### config.mk
export PLATFORM = sky130hd
export DESIGN_NAME = sline_unit
export DESIGN_NICKNAME = d
export VERILOG_FILES = /design/src/rtl/sline_pkg.sv /design/src/rtl/sline_rx.sv /design/src/rtl/sline_tx.sv /design/src/rtl/sline_irq.sv /design/src/rtl/sline_unit.sv
export SDC_FILE = /design/constraint.sdc
export NUM_CORES = 1
export LEC_CHECK = 0
export CAP_MARGIN = 20
export CORE_AREA = 3 3 69 71
export CTS_CLUSTER_SIZE = 12
export DETAILED_ROUTE_END_ITERATION = 8
export DIE_AREA = 0 0 72 74
export PLACE_DENSITY = 0.78
export SLEW_MARGIN = 5
export SYNTH_ARGS = -nofsm -noshare
export SYNTH_HDL_FRONTEND = slang
export SYNTH_HIERARCHICAL = 1
export SYNTH_SLANG_ARGS = --single-unit
### constraint.sdc
create_clock -name clk -period 2.3 [get_ports clk]
set_clock_uncertainty 0.05 [all_clocks]
set_input_delay 0.575 -clock clk [delete_from_list [all_inputs] [get_ports clk]]
set_output_delay 0.575 -clock clk [all_outputs]
set_load 0.005 [all_outputs]
### src/rtl/sline_pkg.sv
package sline_pkg;
  localparam int REG_W  = 16;
  localparam int CHAR_W = 8;
  localparam int NCH    = 2;   // channel 0 receive, channel 1 transmit

  typedef enum logic [1:0] {
    RG_RSTAT = 2'd0,
    RG_RBUF  = 2'd1,
    RG_TSTAT = 2'd2,
    RG_TBUF  = 2'd3
  } reg_idx_e;

  function automatic logic err_sum(input logic par, input logic frm, input logic ovr);
    return par | frm | ovr;
  endfunction

  function automatic logic [REG_W-1:0] pack_rstat(input logic done, input logic ie);
    return {8'h00, done, ie, 6'b000000};
  endfunction

  function automatic logic [REG_W-1:0] pack_rbuf(input logic par, input logic frm,
                                                 input logic ovr, input logic [CHAR_W-1:0] d);
    return {err_sum(par, frm, ovr), ovr, frm, par, 4'b0000, d};
  endfunction

  function automatic logic [REG_W-1:0] pack_tstat(input logic rdy, input logic ie, input logic brk);
    return {8'h00, rdy, ie, 5'b00000, brk};
  endfunction

  function automatic int vec_of(input int base, input int ch);
    return base + 4 * ch;
  endfunction
endpackage

### src/rtl/sline_rx.sv
module sline_rx
  import sline_pkg::*;
(
  input  logic              clk,
  input  logic              rst_n,
  input  logic              init,
  input  logic              csr_wr,
  input  logic              wr_ie,
  input  logic              buf_rd,
  input  logic              par_chk_en,
  input  logic              core_valid,
  input  logic [CHAR_W-1:0] core_data,
  input  logic              core_frm,
  input  logic              core_par,
  output logic              done,
  output logic              ie,
  output logic [CHAR_W-1:0] data,
  output logic              par,
  output logic              frm,
  output logic              ovr
);
  logic late_char;   // character lands on an unread one
  logic take_char;

  assign take_char = core_valid;
  assign late_char = core_valid & done & ~buf_rd;

  always_ff @(posedge clk or negedge rst_n) begin
    if (!rst_n) begin
      done <= 1'b0; ie <= 1'b0; data <= '0;
      par  <= 1'b0; frm <= 1'b0; ovr <= 1'b0;
    end else if (init) begin
      done <= 1'b0; ie <= 1'b0;
      par  <= 1'b0; frm <= 1'b0; ovr <= 1'b0;
    end else begin
      if (csr_wr) ie <= wr_ie;
      if (take_char) begin
        data <= core_data;
        frm  <= core_frm;
        par  <= core_par & par_chk_en;
        ovr  <= late_char;
        done <= 1'b1;
      end else if (buf_rd) begin
        done <= 1'b0;
      end
    end
  end

  AST_DONE_CLR_ON_READ: assert property (@(posedge clk) disable iff (!rst_n || init)
    (buf_rd && !core_valid) |=> !done);
  AST_OVR_ON_LATE: assert property (@(posedge clk) disable iff (!rst_n || init)
    (core_valid && done && !buf_rd) |=> ovr);
  AST_PAR_MASKED: assert property (@(posedge clk) disable iff (!rst_n || init)
    (core_valid && !par_chk_en) |=> !par);
endmodule

### src/rtl/sline_tx.sv
module sline_tx
  import sline_pkg::*;
(
  input  logic              clk,
  input  logic              rst_n,
  input  logic              init,
  input  logic              csr_wr,
  input  logic              wr_ie,
  input  logic              wr_brk,
  input  logic              buf_wr,
  input  logic [CHAR_W-1:0] buf_wdata,
  input  logic              core_ready,
  output logic              rdy,
  output logic              ie,
  output logic              brk,
  output logic              core_strobe,
  output logic [CHAR_W-1:0] core_data
);
  logic pend;
  logic handoff;

  assign handoff     = pend & core_ready;
  assign core_strobe = handoff;

  always_ff @(posedge clk or negedge rst_n) begin
    if (!rst_n) begin
      rdy <= 1'b1; ie <= 1'b0; brk <= 1'b0; pend <= 1'b0; core_data <= '0;
    end else if (init) begin
      rdy <= 1'b1; ie <= 1'b0; brk <= 1'b0; pend <= 1'b0;
    end else begin
      if (csr_wr) begin
        ie  <= wr_ie;
        brk <= wr_brk;
      end
      if (buf_wr) begin
        core_data <= buf_wdata;
        pend      <= 1'b1;
        rdy       <= 1'b0;
      end else if (handoff) begin
        pend <= 1'b0;
        rdy  <= 1'b1;
      end
    end
  end

  AST_WR_CLEARS_RDY: assert property (@(posedge clk) disable iff (!rst_n || init)
    buf_wr |=> !rdy);
  AST_RDY_AFTER_HANDOFF: assert property (@(posedge clk) disable iff (!rst_n || init)
    (core_strobe && !buf_wr) |=> rdy);
endmodule

### src/rtl/sline_irq.sv
module sline_irq (
  input  logic clk,
  input  logic rst_n,
  input  logic init,
  input  logic flag,
  input  logic en,
  input  logic ack,
  output logic req,
  output logic rise_evt
);
  logic cond, cond_q;

  assign cond     = flag & en;
  assign rise_evt = cond & ~cond_q;

  always_ff @(posedge clk or negedge rst_n) begin
    if (!rst_n) begin
      cond_q <= 1'b0; req <= 1'b0;
    end else if (init) begin
      cond_q <= 1'b0; req <= 1'b0;
    end else begin
      cond_q <= cond;
      req    <= cond & (rise_evt | (req & ~ack));
    end
  end

  AST_RISE_RAISES: assert property (@(posedge clk) disable iff (!rst_n || init)
    rise_evt |=> req);
  AST_ACK_DROPS: assert property (@(posedge clk) disable iff (!rst_n || init)
    (ack && !rise_evt) |=> !req);
endmodule

### src/rtl/sline_unit.sv
module sline_unit
  import sline_pkg::*;
#(
  parameter int                ADDR_W    = 16,
  parameter logic [ADDR_W-1:0] BASE_ADDR = 16'hFF70,
  parameter int                VEC_W     = 9,
  parameter int                VEC_BASE  = 48
) (
  input  logic              clk,
  input  logic              rst_n,
  input  logic              bus_init,
  input  logic              bus_sel,
  input  logic              bus_wr,
  input  logic              bus_rd,
  input  logic [ADDR_W-1:0] bus_addr,
  input  logic [REG_W-1:0]  bus_wdata,
  output logic [REG_W-1:0]  bus_rdata,
  input  logic              par_chk_en,
  input  logic              rxc_valid,
  input  logic [CHAR_W-1:0] rxc_data,
  input  logic              rxc_frm_err,
  input  logic              rxc_par_err,
  input  logic              txc_ready,
  output logic              txc_strobe,
  output logic [CHAR_W-1:0] txc_data,
  output logic              txc_break,
  output logic              rx_irq,
  output logic              tx_irq,
  output logic [VEC_W-1:0]  irq_vec,
  input  logic              irq_ack
);
  localparam int WIN_LSB = 3;
  localparam logic [VEC_W-1:0] VEC_RX = VEC_W'(vec_of(VEC_BASE, 0));
  localparam logic [VEC_W-1:0] VEC_TX = VEC_W'(vec_of(VEC_BASE, 1));

  logic     win_hit;
  reg_idx_e idx;
  logic     wr_rstat, rd_rbuf, wr_tstat, wr_tbuf;

  assign win_hit  = bus_sel && (bus_addr[ADDR_W-1:WIN_LSB] == BASE_ADDR[ADDR_W-1:WIN_LSB]);
  assign idx      = reg_idx_e'(bus_addr[2:1]);
  assign wr_rstat = win_hit & bus_wr & (idx == RG_RSTAT);
  assign rd_rbuf  = win_hit & bus_rd & (idx == RG_RBUF);
  assign wr_tstat = win_hit & bus_wr & (idx == RG_TSTAT);
  assign wr_tbuf  = win_hit & bus_wr & (idx == RG_TBUF);

  logic              rx_done, rx_ie, rx_par, rx_frm, rx_ovr;
  logic [CHAR_W-1:0] rx_data;
  logic              tx_rdy, tx_ie, tx_brk;

  sline_rx u_rx (
    .clk(clk), .rst_n(rst_n), .init(bus_init),
    .csr_wr(wr_rstat), .wr_ie(bus_wdata[6]), .buf_rd(rd_rbuf),
    .par_chk_en(par_chk_en), .core_valid(rxc_valid), .core_data(rxc_data),
    .core_frm(rxc_frm_err), .core_par(rxc_par_err),
    .done(rx_done), .ie(rx_ie), .data(rx_data),
    .par(rx_par), .frm(rx_frm), .ovr(rx_ovr)
  );

  sline_tx u_tx (
    .clk(clk), .rst_n(rst_n), .init(bus_init),
    .csr_wr(wr_tstat), .wr_ie(bus_wdata[6]), .wr_brk(bus_wdata[0]),
    .buf_wr(wr_tbuf), .buf_wdata(bus_wdata[CHAR_W-1:0]),
    .core_ready(txc_ready), .rdy(tx_rdy), .ie(tx_ie), .brk(tx_brk),
    .core_strobe(txc_strobe), .core_data(txc_data)
  );

  assign txc_break = tx_brk;

  always_comb begin
    bus_rdata = '0;
    if (win_hit && bus_rd) begin
      unique case (idx)
        RG_RSTAT: bus_rdata = pack_rstat(rx_done, rx_ie);
        RG_RBUF:  bus_rdata = pack_rbuf(rx_par, rx_frm, rx_ovr, rx_data);
        RG_TSTAT: bus_rdata = pack_tstat(tx_rdy, tx_ie, tx_brk);
        default:  bus_rdata = '0;
      endcase
    end
  end

  // interrupt channels: 0 = receive (higher priority), 1 = transmit
  logic [NCH-1:0] ch_flag, ch_en, ch_ack, ch_req, ch_rise;
  assign ch_flag = {tx_rdy, rx_done};
  assign ch_en   = {tx_ie, rx_ie};
  assign ch_ack  = {irq_ack & ~ch_req[0] & ch_req[1], irq_ack & ch_req[0]};

  for (genvar c = 0; c < NCH; c++) begin : g_irq
    sline_irq u_irq (
      .clk(clk), .rst_n(rst_n), .init(bus_init),
      .flag(ch_flag[c]), .en(ch_en[c]), .ack(ch_ack[c]),
      .req(ch_req[c]), .rise_evt(ch_rise[c])
    );
  end

  assign rx_irq  = ch_req[0];
  assign tx_irq  = ch_req[1];
  assign irq_vec = ch_req[0] ? VEC_RX : (ch_req[1] ? VEC_TX : '0);

  AST_INIT_READY: assert property (@(posedge clk) disable iff (!rst_n)
    bus_init |=> (tx_rdy && !rx_done && !rx_irq && !tx_irq && !txc_break));
endmodule

### Word-level counts from Yosys, hierarchy flattened

Cells that the tools add are included.

* flip-flop bits (word level): 29
* input bits: 52
* word-level logic and storage cells: 90

* equal/unequal tests: 4
* bitwise gates (word level): 32
* mux-type cells: 29
* reduce and logical (&&, ||, !) cells: 10

Operator list (count)
* $pmux 16 s3: 1
* $mux 1: 25
* $and 1x1->1: 21
* $mux 16: 1
* $eq 13x13->1 const B: 1
* $mux 6: 2
* $not 1->1: 7
* $reduce_bool 2->1: 3
* $reduce_bool 3->1: 2
* $eq 2x2->1 const B: 2
* $or 1x1->1: 4
* $reduce_and 2->1: 2
* $eq 2x1->1 const B: 1
* $logic_and 1x1->1: 2
* $logic_not 2->1: 1

### Depth between registers and ports, before layout

Gate-level depths: netlist of run 1.

* word-level depth: 8
* gate-level depth with buffers: 6

### Modules after synthesis

Netlist of run 1, hierarchy kept.

Modules (own cells, without submodules)
* sline_rx: times used 1, area each 538.0 sq um, sequential area each 325.3 sq um, cells an instance 34
* sline_tx: times used 1, area each 499.2 sq um, sequential area each 301.5 sq um, cells an instance 32
* sline_unit: times used 1, area each 399.1 sq um, sequential area each 0.0 sq um, cells an instance 56
* sline_irq: times used 2, area each 80.1 sq um, sequential area each 50.0 sq um, cells an instance 7

### Least setup slack after synthesis of run 1

Ideal clock, no wire load.

* kind: input -> register
* from: in bus_addr[3]
* to: reg u_tx.core_data[0]
* slack: 0.107 ns
* library setup time: 0.125 ns
* stages: 6
* arrival: 2.018 ns
* data required time: 2.125 ns
* cell sequence: nand4b_4 or4_4 nor2_1 nor2b_1 buf_6 mux2_4

* cells in the longest elaborated chain, start to end: 5

RTL lines
* start: declaration: line sline_unit.sv:15 `input logic [ADDR_W-1:0] bus_addr,`
* $eq 13x13->1: line sline_unit.sv:40 `assign win_hit = bus_sel && (bus_addr[ADDR_W-1:WIN_LSB] == BASE_ADDR[ADDR_W-1:WIN_LSB]);`
* $logic_and 1x1->1: line sline_unit.sv:40
* $and 1x1->1 (2 in series): line sline_unit.sv:45 `assign wr_tbuf = win_hit & bus_wr & (idx == RG_TBUF);`
* named net wr_tbuf: line sline_unit.sv:38 `logic wr_rstat, rd_rbuf, wr_tstat, wr_tbuf;`
* $reduce_and 2->1 (no source line)
* end signal: assignment: line sline_tx.sv:36 `core_data <= buf_wdata;`
* end: declaration: line sline_tx.sv:17 `output logic [CHAR_W-1:0] core_data`

The timed path passes the listed nets, and every way through them passes these cells.
A chain may end at the register's enable or synchronous reset.

### Worst setup path in the final report of run 1

* from: in bus_addr[12]
* to: out bus_rdata[15]

* cells in the longest elaborated chain, start to end: 4

RTL lines
* $eq 13x13->1: line sline_unit.sv:40
* $logic_and 1x1->1: line sline_unit.sv:40
* $logic_and 1x1->1: line sline_unit.sv:72 `if (win_hit && bus_rd) begin`
* $mux 16: line sline_unit.sv:72
* end: declaration: line sline_unit.sv:17 `output logic [REG_W-1:0] bus_rdata,`

No other way between the ends.

==> reports/qor.csv, run 1 <==
metric,value,unit
status,"complete, but fails checks",
failing checks,setup timing,
r2r startpoint,g_irq[1].u_irq/req,
hold path endpoint,g_irq[0].u_irq/req,
max_cap viols,0,
Post-route DRC,0,
HP Start,g_irq[0].u_irq/cond_q,
Internal,0.8651,mW
Hold Fails Final Rpt,0,
H-tree levels,2,
Detail Route Antenna Nets,0,
placed cells,270,
synthesized area,0.001589,mm2
Layout Cells excl Fill,285,
Worst Hold Class,flip-flop to flip-flop,
unrepaired setup endpoints after global routing,true,
largest net degree at the start of global routing,30,
final worst setup slack,-29.49,ps
full die area,0.005328,mm2
Reg-to-Reg End,g_irq[1].u_irq/req,
Critical Path Max Stage Delay,540,ps
Max VDD drop,0.3670,mV
first-pass GRT wire length,5989,um
crit path kind,input pin to output port,
clock network latency to the later pin of the worst-skew pair,280,ps
vias in the first global route,1360,
DP Area,0.002419,mm2
die width,72,um
Final Max Tran Viols,0,
Starting Density,0.3700,
CTS Buffer Depth,2,
cells after synthesis,134,
"Clk pin slew, worst setup/hold paths",70,ps
WL final,3856,um
area grow syn2layout,63.86,%
CP Max Fanout,2,
nets@finish,284,
Worst setup EP type,output port,
PD cells,435.3,mW/mm2
CTS Hold Bufs,0,
IO Pins,89,
WL/cell,13.53,um
Synth warnings,6,
Top delay family on crit path,simple AND/OR/NAND/NOR gates,
combinational power share,0.164,
1st-iter DRT viols,68,
Core ar.,0.004294,mm2
register share of total power,0.485,
Clock Sinks,29,
Worst setup SP type,input pin,
TritonCTS buffer count,5,
vias per cell,4.670,
LEAKAGE,1.228,nW
Tot Pwr,1.133,mW
diodes inserted,0,
initial antenna violation count,0,
worst reg-to-reg path cell count,4,
Layout fillers,359,
GP Congestion,0.7487,
IO buf count,69,
Synth Area per Inst,11.86,um2
final worst path period need,2329,ps
Final TNS setup,-34.71,ps
R2R setup slack,1140,ps
worst path required time,1670,ps
Clock Power Share,0.351,
Worst EP arrival,1700,ps
Detailed Place HPWL,2888,um
fmax,429.3,MHz
CTS root buf,clkbuf_8,
Sw Share,0.2366,
cell row count,24,
"Setup violations, final",2,
WP depth,6,
share of cells above drive strength 1,0.4464,
GRT Util Overall,0.1468,
CP cell instances,buf_8 -> nand4_4 -> buf_6 -> or4_4 -> nor3_2 -> buf_2,
hold depth,1,
Buf/Inv on CP,3,
Switch Pwr,0.2682,mW
Die Ht,74,um
CTS tree,yes,
crit share post-route,1.013,
drt pass-1 iters,4,
"Max stage delay cell, worst path",or4_4,
via count,1331,
total congestion overflow,0,
design area,0.002604,mm2
## power groups by stage
stage               logic [mW]  registers (mW)  clock network, mW
floorplan               0.0787           0.553                  0
global placement         0.175           0.558                  0
detailed placement       0.178           0.559                  0
CTS                      0.181           0.549              0.409
global route             0.202           0.553              0.437
finish                   0.186           0.550              0.398
## layout by cell type, fill, tap and decap left out, types with 2 or more instances in the layout
| master | count |
|---|---|
| nor2_1 | 9 |
| clkdlybuf4s15_2 | 2 |
| clkbuf_2 | 4 |
| nand2_1 | 6 |
| clkdlybuf4s50_1 | 39 |
| clkdlybuf4s15_1 | 2 |
| and3_4 | 3 |
| a21oi_1 | 2 |
| nand3b_1 | 3 |
| mux2_4 | 16 |
| inv_1 | 3 |
| dfrtp_1 | 28 |
| a211oi_2 | 2 |
| a32o_2 | 2 |
| nor2b_1 | 2 |
| nand2b_1 | 4 |
| buf_6 | 15 |
| or4_4 | 2 |
| buf_2 | 11 |
| and2_1 | 3 |
| or2_2 | 3 |
| clkbuf_8 | 5 |
| a21boi_2 | 2 |
| mux2i_1 | 6 |
| conb_1 | 10 |
| buf_4 | 20 |
| clkinv_2 | 2 |
| and3_1 | 5 |
| nor3_1 | 2 |
## layer usage
metal	routed length, um	track usage	up-vias	share of wire
met1	1640	0.1645	628	0.43
met5	0	0	-	0
li1	-	-	647	-
met4	41	0.05219	0	0.011
met2	1903	0.2571	52	0.49
met3	270	0.05541	4	0.070
## final cells by class
type | instances | area, um2 | area share
repair buffers | 96 | 858.3 | 0.3296
clock buffers | 6 | 72.57 | 0.02787
flip-flops and latches | 29 | 726.9 | 0.2792
multi-input cells | 97 | 859.6 | 0.3301
well taps | 52 | 65.06 | 0.02499
inverters | 3 | 11.26 | 0.004325
clock inverters | 2 | 10.01 | 0.003844
## worst max path at each step
stage	start	end	slack, ps
after floorplan	bus_addr[3]	u_tx/core_data[0]	110
after global placement	bus_addr[15]	bus_rdata[15]	-760
after detailed placement	bus_addr[15]	bus_rdata[15]	-780
after CTS	bus_sel	bus_rdata[15]	-100
after global routing	bus_addr[12]	bus_rdata[15]	-90
final	bus_addr[12]	bus_rdata[15]	-30
## stage by stage
| stage | worst slack (ps) | utilization | hold slack (ps) |
|---|---|---|---|
| floorplan | 106.9 | - | 229.4 |
| global placement | -764.2 | 0.5632 | 365.7 |
| detailed placement | -782.5 | 0.5632 | 373.6 |
| CTS | -100.4 | 0.5959 | 383.5 |
| global route | -94.92 | 0.6064 | 413.4 |
| finish | -29.49 | 0.6064 | 381.5 |
## registers in the layout, indices dropped and copies added, names as in the netlist
name and cells:
u_rx/done 1, u_rx/frm 1, u_tx/brk 1, u_tx/rdy 1
u_rx/ie 1, u_rx/ovr 1, g_irq.u_irq/cond_q 2, u_tx/ie 1
u_rx/par 1, u_rx/data 8, u_tx/pend 1, g_irq.u_irq/req 2
u_tx/core_data 8
## what timing repair did
item | 4_1_cts | 5_1_grt
buffers inserted | 6 | 1
gates resized for setup | 90 | 49
setup endpoints to repair | 25 | 20
pin swaps | 6 | 9
gates cloned | 0 | 1
Power figures use the tool's default switching activity.
==> run 2, diff against run 1 <==
--- a/config.mk
+++ b/config.mk
@@ -11,6 +11,7 @@
 export DETAILED_ROUTE_END_ITERATION = 8
 export DIE_AREA = 0 0 72 74
 export PLACE_DENSITY = 0.78
+export SKIP_LAST_GASP = 1
 export SLEW_MARGIN = 5
 export SYNTH_ARGS = -nofsm -noshare
 export SYNTH_HDL_FRONTEND = slang
==> results of run 2 <==
Final layout, timing and power as in run 1 (identical DEF).
==> run 3, diff against run 2 <==
--- a/config.mk
+++ b/config.mk
@@ -5,12 +5,13 @@
 export SDC_FILE = /design/constraint.sdc
 export NUM_CORES = 1
 export LEC_CHECK = 0
+export ABC_AREA = 1
 export CAP_MARGIN = 20
-export CORE_AREA = 3 3 69 71
+export CORE_AREA = 2 2 68 70
 export CTS_CLUSTER_SIZE = 12
 export DETAILED_ROUTE_END_ITERATION = 8
-export DIE_AREA = 0 0 72 74
-export PLACE_DENSITY = 0.78
+export DIE_AREA = 0 0 70 72
+export PLACE_DENSITY = 0.79
 export SKIP_LAST_GASP = 1
 export SLEW_MARGIN = 5
 export SYNTH_ARGS = -nofsm -noshare
==> run 3 against run 2 <==
  * Largest power group unchanged
  * Wire length down 0.26%
  * Design area down 1.8%
  * Critical path type unchanged
  * The flow now finishes without violations
  * Critical path depth up 1
==> reports/qor.csv, run 3 <==
metric,value,unit,change
cells after synthesis,219,,was 134
worst path required time,1670,ps,about the same
hold path endpoint,g_irq[0].u_irq/req,,unchanged
die width,70,um,was 72 um
PD cells,451.3,mW/mm2,was 435.3 mW/mm2
largest net degree at the start of global routing,30,,unchanged
uppermost layer routed,met4,,unchanged
Reg-to-Reg End,g_irq[1].u_irq/req,,unchanged
final worst path period need,2264,ps,was 2329 ps
"commonest non-fill, non-tap cells in the layout","89 x nand2_1, 39 x clkdlybuf4s50_1, 28 x dfrtp_1",,"was 39 x clkdlybuf4s50_1, 28 x dfrtp_1, 20 x buf_4"
total congestion overflow,0,,unchanged
area grow syn2layout,58.57,%,was 63.86%
GP Congestion,0.8471,,was 0.7487
drt pass-1 iters,4,,unchanged
max_cap viols,0,,unchanged
Die Ht,72,um,was 74 um
Layout Cells excl Fill,364,,was 285
WL/cell,10.57,um,was 13.53 um
Layout fillers,409,,was 359
fmax,441.6,MHz,was 429.3 MHz
IO Pins,89,,unchanged
Detail Route Antenna Nets,0,,unchanged
M1 wire length,1537,um,was 1640 um
Worst setup SP type,input pin,,unchanged
Critical Path Max Stage Delay,250,ps,was 540 ps
initial antenna violation count,0,,unchanged
synthesized area,0.001613,mm2,was 0.001589 mm2
Hold Fails Final Rpt,0,,unchanged
Max VDD drop,0.2934,mV,was 0.3670 mV
1st-iter DRT viols,20,,was 68
Starting Density,0.3782,,was 0.3700
CTS Hold Bufs,0,,unchanged
Synth Area per Inst,7.364,um2,was 11.86 um2
"Clk pin slew, worst setup/hold paths",60,ps,was 70 ps
CTS tree,yes,,unchanged
GRT Util Overall,0.1623,,was 0.1468
crit path kind,input pin to output port,,unchanged
Final Util,0.5998,,was 0.6064
Final Max Tran Viols,0,,unchanged
vias in the first global route,1535,,was 1360
Post-route DRC,0,,unchanged
R2R setup slack,1310,ps,was 1140 ps
"Setup violations, final",0,,was 2
IO buf count,69,,unchanged
diodes inserted,0,,unchanged
routed length on met3,266,um,was 270 um
nets@finish,363,,was 284
vias per cell,4.363,,was 4.670
HP Start,g_irq[0].u_irq/cond_q,,unchanged
Core ar.,0.004264,mm2,was 0.004294 mm2
"Max stage delay cell, worst path",dlygate4sd2_1,,was or4_4
hold depth,3,,was 1
CTS root buf,clkbuf_8,,unchanged
CP cell instances,dlygate4sd2_1 -> inv_2 -> buf_4 -> nand3_1 -> and3_1 -> nor2_4 -> buf_2,,was buf_8 -> nand4_4 -> buf_6 -> or4_4 -> nor3_2 -> buf_2
r2r startpoint,g_irq[0].u_irq/req,,was g_irq[1].u_irq/req
Worst setup EP type,output port,,unchanged
Synth warnings,6,,unchanged
CTS Buffer Depth,2,,unchanged
status,"complete, no violations",,"was complete, but fails checks"
CP Max Fanout,5,,was 2
worst reg-to-reg path cell count,8,,was 4
Worst Hold Class,flip-flop to flip-flop,,unchanged
crit share post-route,0.9845,,was 1.013
met2 WL post-DR,2009,um,was 1903 um
LEAKAGE,1.339,nW,was 1.228 nW
Detailed Place HPWL,2754,um,was 2888 um
first-pass GRT wire length,6541,um,was 5989 um
full die area,0.005040,mm2,was 0.005328 mm2
cell row count,24,,unchanged
"most common cell after layout, fill and taps aside",nand2_1,,was clkdlybuf4s50_1
placed cells,342,,was 270
Worst EP arrival,1640,ps,was 1700 ps
clock network latency to the later pin of the worst-skew pair,270,ps,was 280 ps
largest registers,"u_rx/data (8), u_tx/core_data (8)",,unchanged
TritonCTS buffer count,5,,unchanged
WL final,3846,um,was 3856 um
via count,1588,,was 1331
share of cells above drive strength 1,0.2628,,was 0.4464
H-tree levels,2,,unchanged
Clock Sinks,29,,unchanged
## run 3: cell types whose count changed in the layout (fill, tap and decap cells not counted), moves of 5 or more
cell / delta
nand2_1: +83
mux2_4: -16
nor2_4: +7
nand3_1: +14
inv_1: +17
dlygate4sd2_1: +5
buf_6: -11
nor2_2: +12
mux2i_1: -6
## run 3: through the flow
step           hold WS, ps  setup slack [ps]  instance area, um2  total power [mW]  TNS [ps]
2_1_floorplan        229.4             501.0                1647            0.6235         0
3_3_place_gp         404.5            -504.7                2347            0.7068     -5849
3_5_place_dp         410.5            -543.7                2347            0.7099     -6313
4_1_cts              426.2             3.638                2561             1.170         0
5_1_grt              436.6            -24.66                2557             1.209    -24.66
6_report             424.5             35.55                2557             1.154         0
## run 3: per-layer routing
metal | vias to the layer above | track usage
met5 | - | 0
met4 | 0 | 0.06197
met3 | 4 | 0.05000
met2 | 57 | 0.2952
met1 | 710 | 0.1783
li1 | 817 | -
## run 3: worst max-delay path by stage
stage	startpoint	endpoint	slack, ps	cells past startpoint
3_3_place_gp	bus_addr[1]	bus_rdata[15]	-500	7
4_1_cts	txc_ready	txc_strobe	4	4
5_1_grt	bus_addr[1]	bus_rdata[6]	-20	7
3_5_place_dp	bus_addr[8]	bus_rdata[6]	-540	9
6_report	bus_addr[1]	bus_rdata[6]	40	7
2_1_floorplan	bus_addr[8]	bus_rdata[12]	500	7
## run 3: worst max-delay path, delay by kind of cell
kind	cells	cell delay (ps)
and+or+nand+nor	3	440
buffers and inverters	4	630
## run 3: area by class of cell
cell class / count / area (um2) / area share
well taps: 52 / 65.06 / 0.02544
repair buffers: 92 / 817.0 / 0.3195
inverters: 24 / 90.09 / 0.03523
clock buffers: 7 / 96.34 / 0.03767
clock inverters: 1 / 5.005 / 0.001957
flip-flops and latches: 29 / 726.9 / 0.2842
multi-input cells: 159 / 757.0 / 0.2960
## run 3: where the power goes
| group | internal (mW) | leakage, nW | switching, mW |
|---|---|---|---|
| Clock | 0.270 | 0.0542 | 0.185 |
| Combinational | 0.0794 | 0.899 | 0.0754 |
| Sequential | 0.532 | 0.386 | 0.0122 |
| Total | 0.882 | 1.34 | 0.273 |
## run 3: repair_timing
item,CTS,global route
endpoints found under the setup margin,12,25
pin swaps,16,13
setup buffers,18,0
resized for setup,81,23
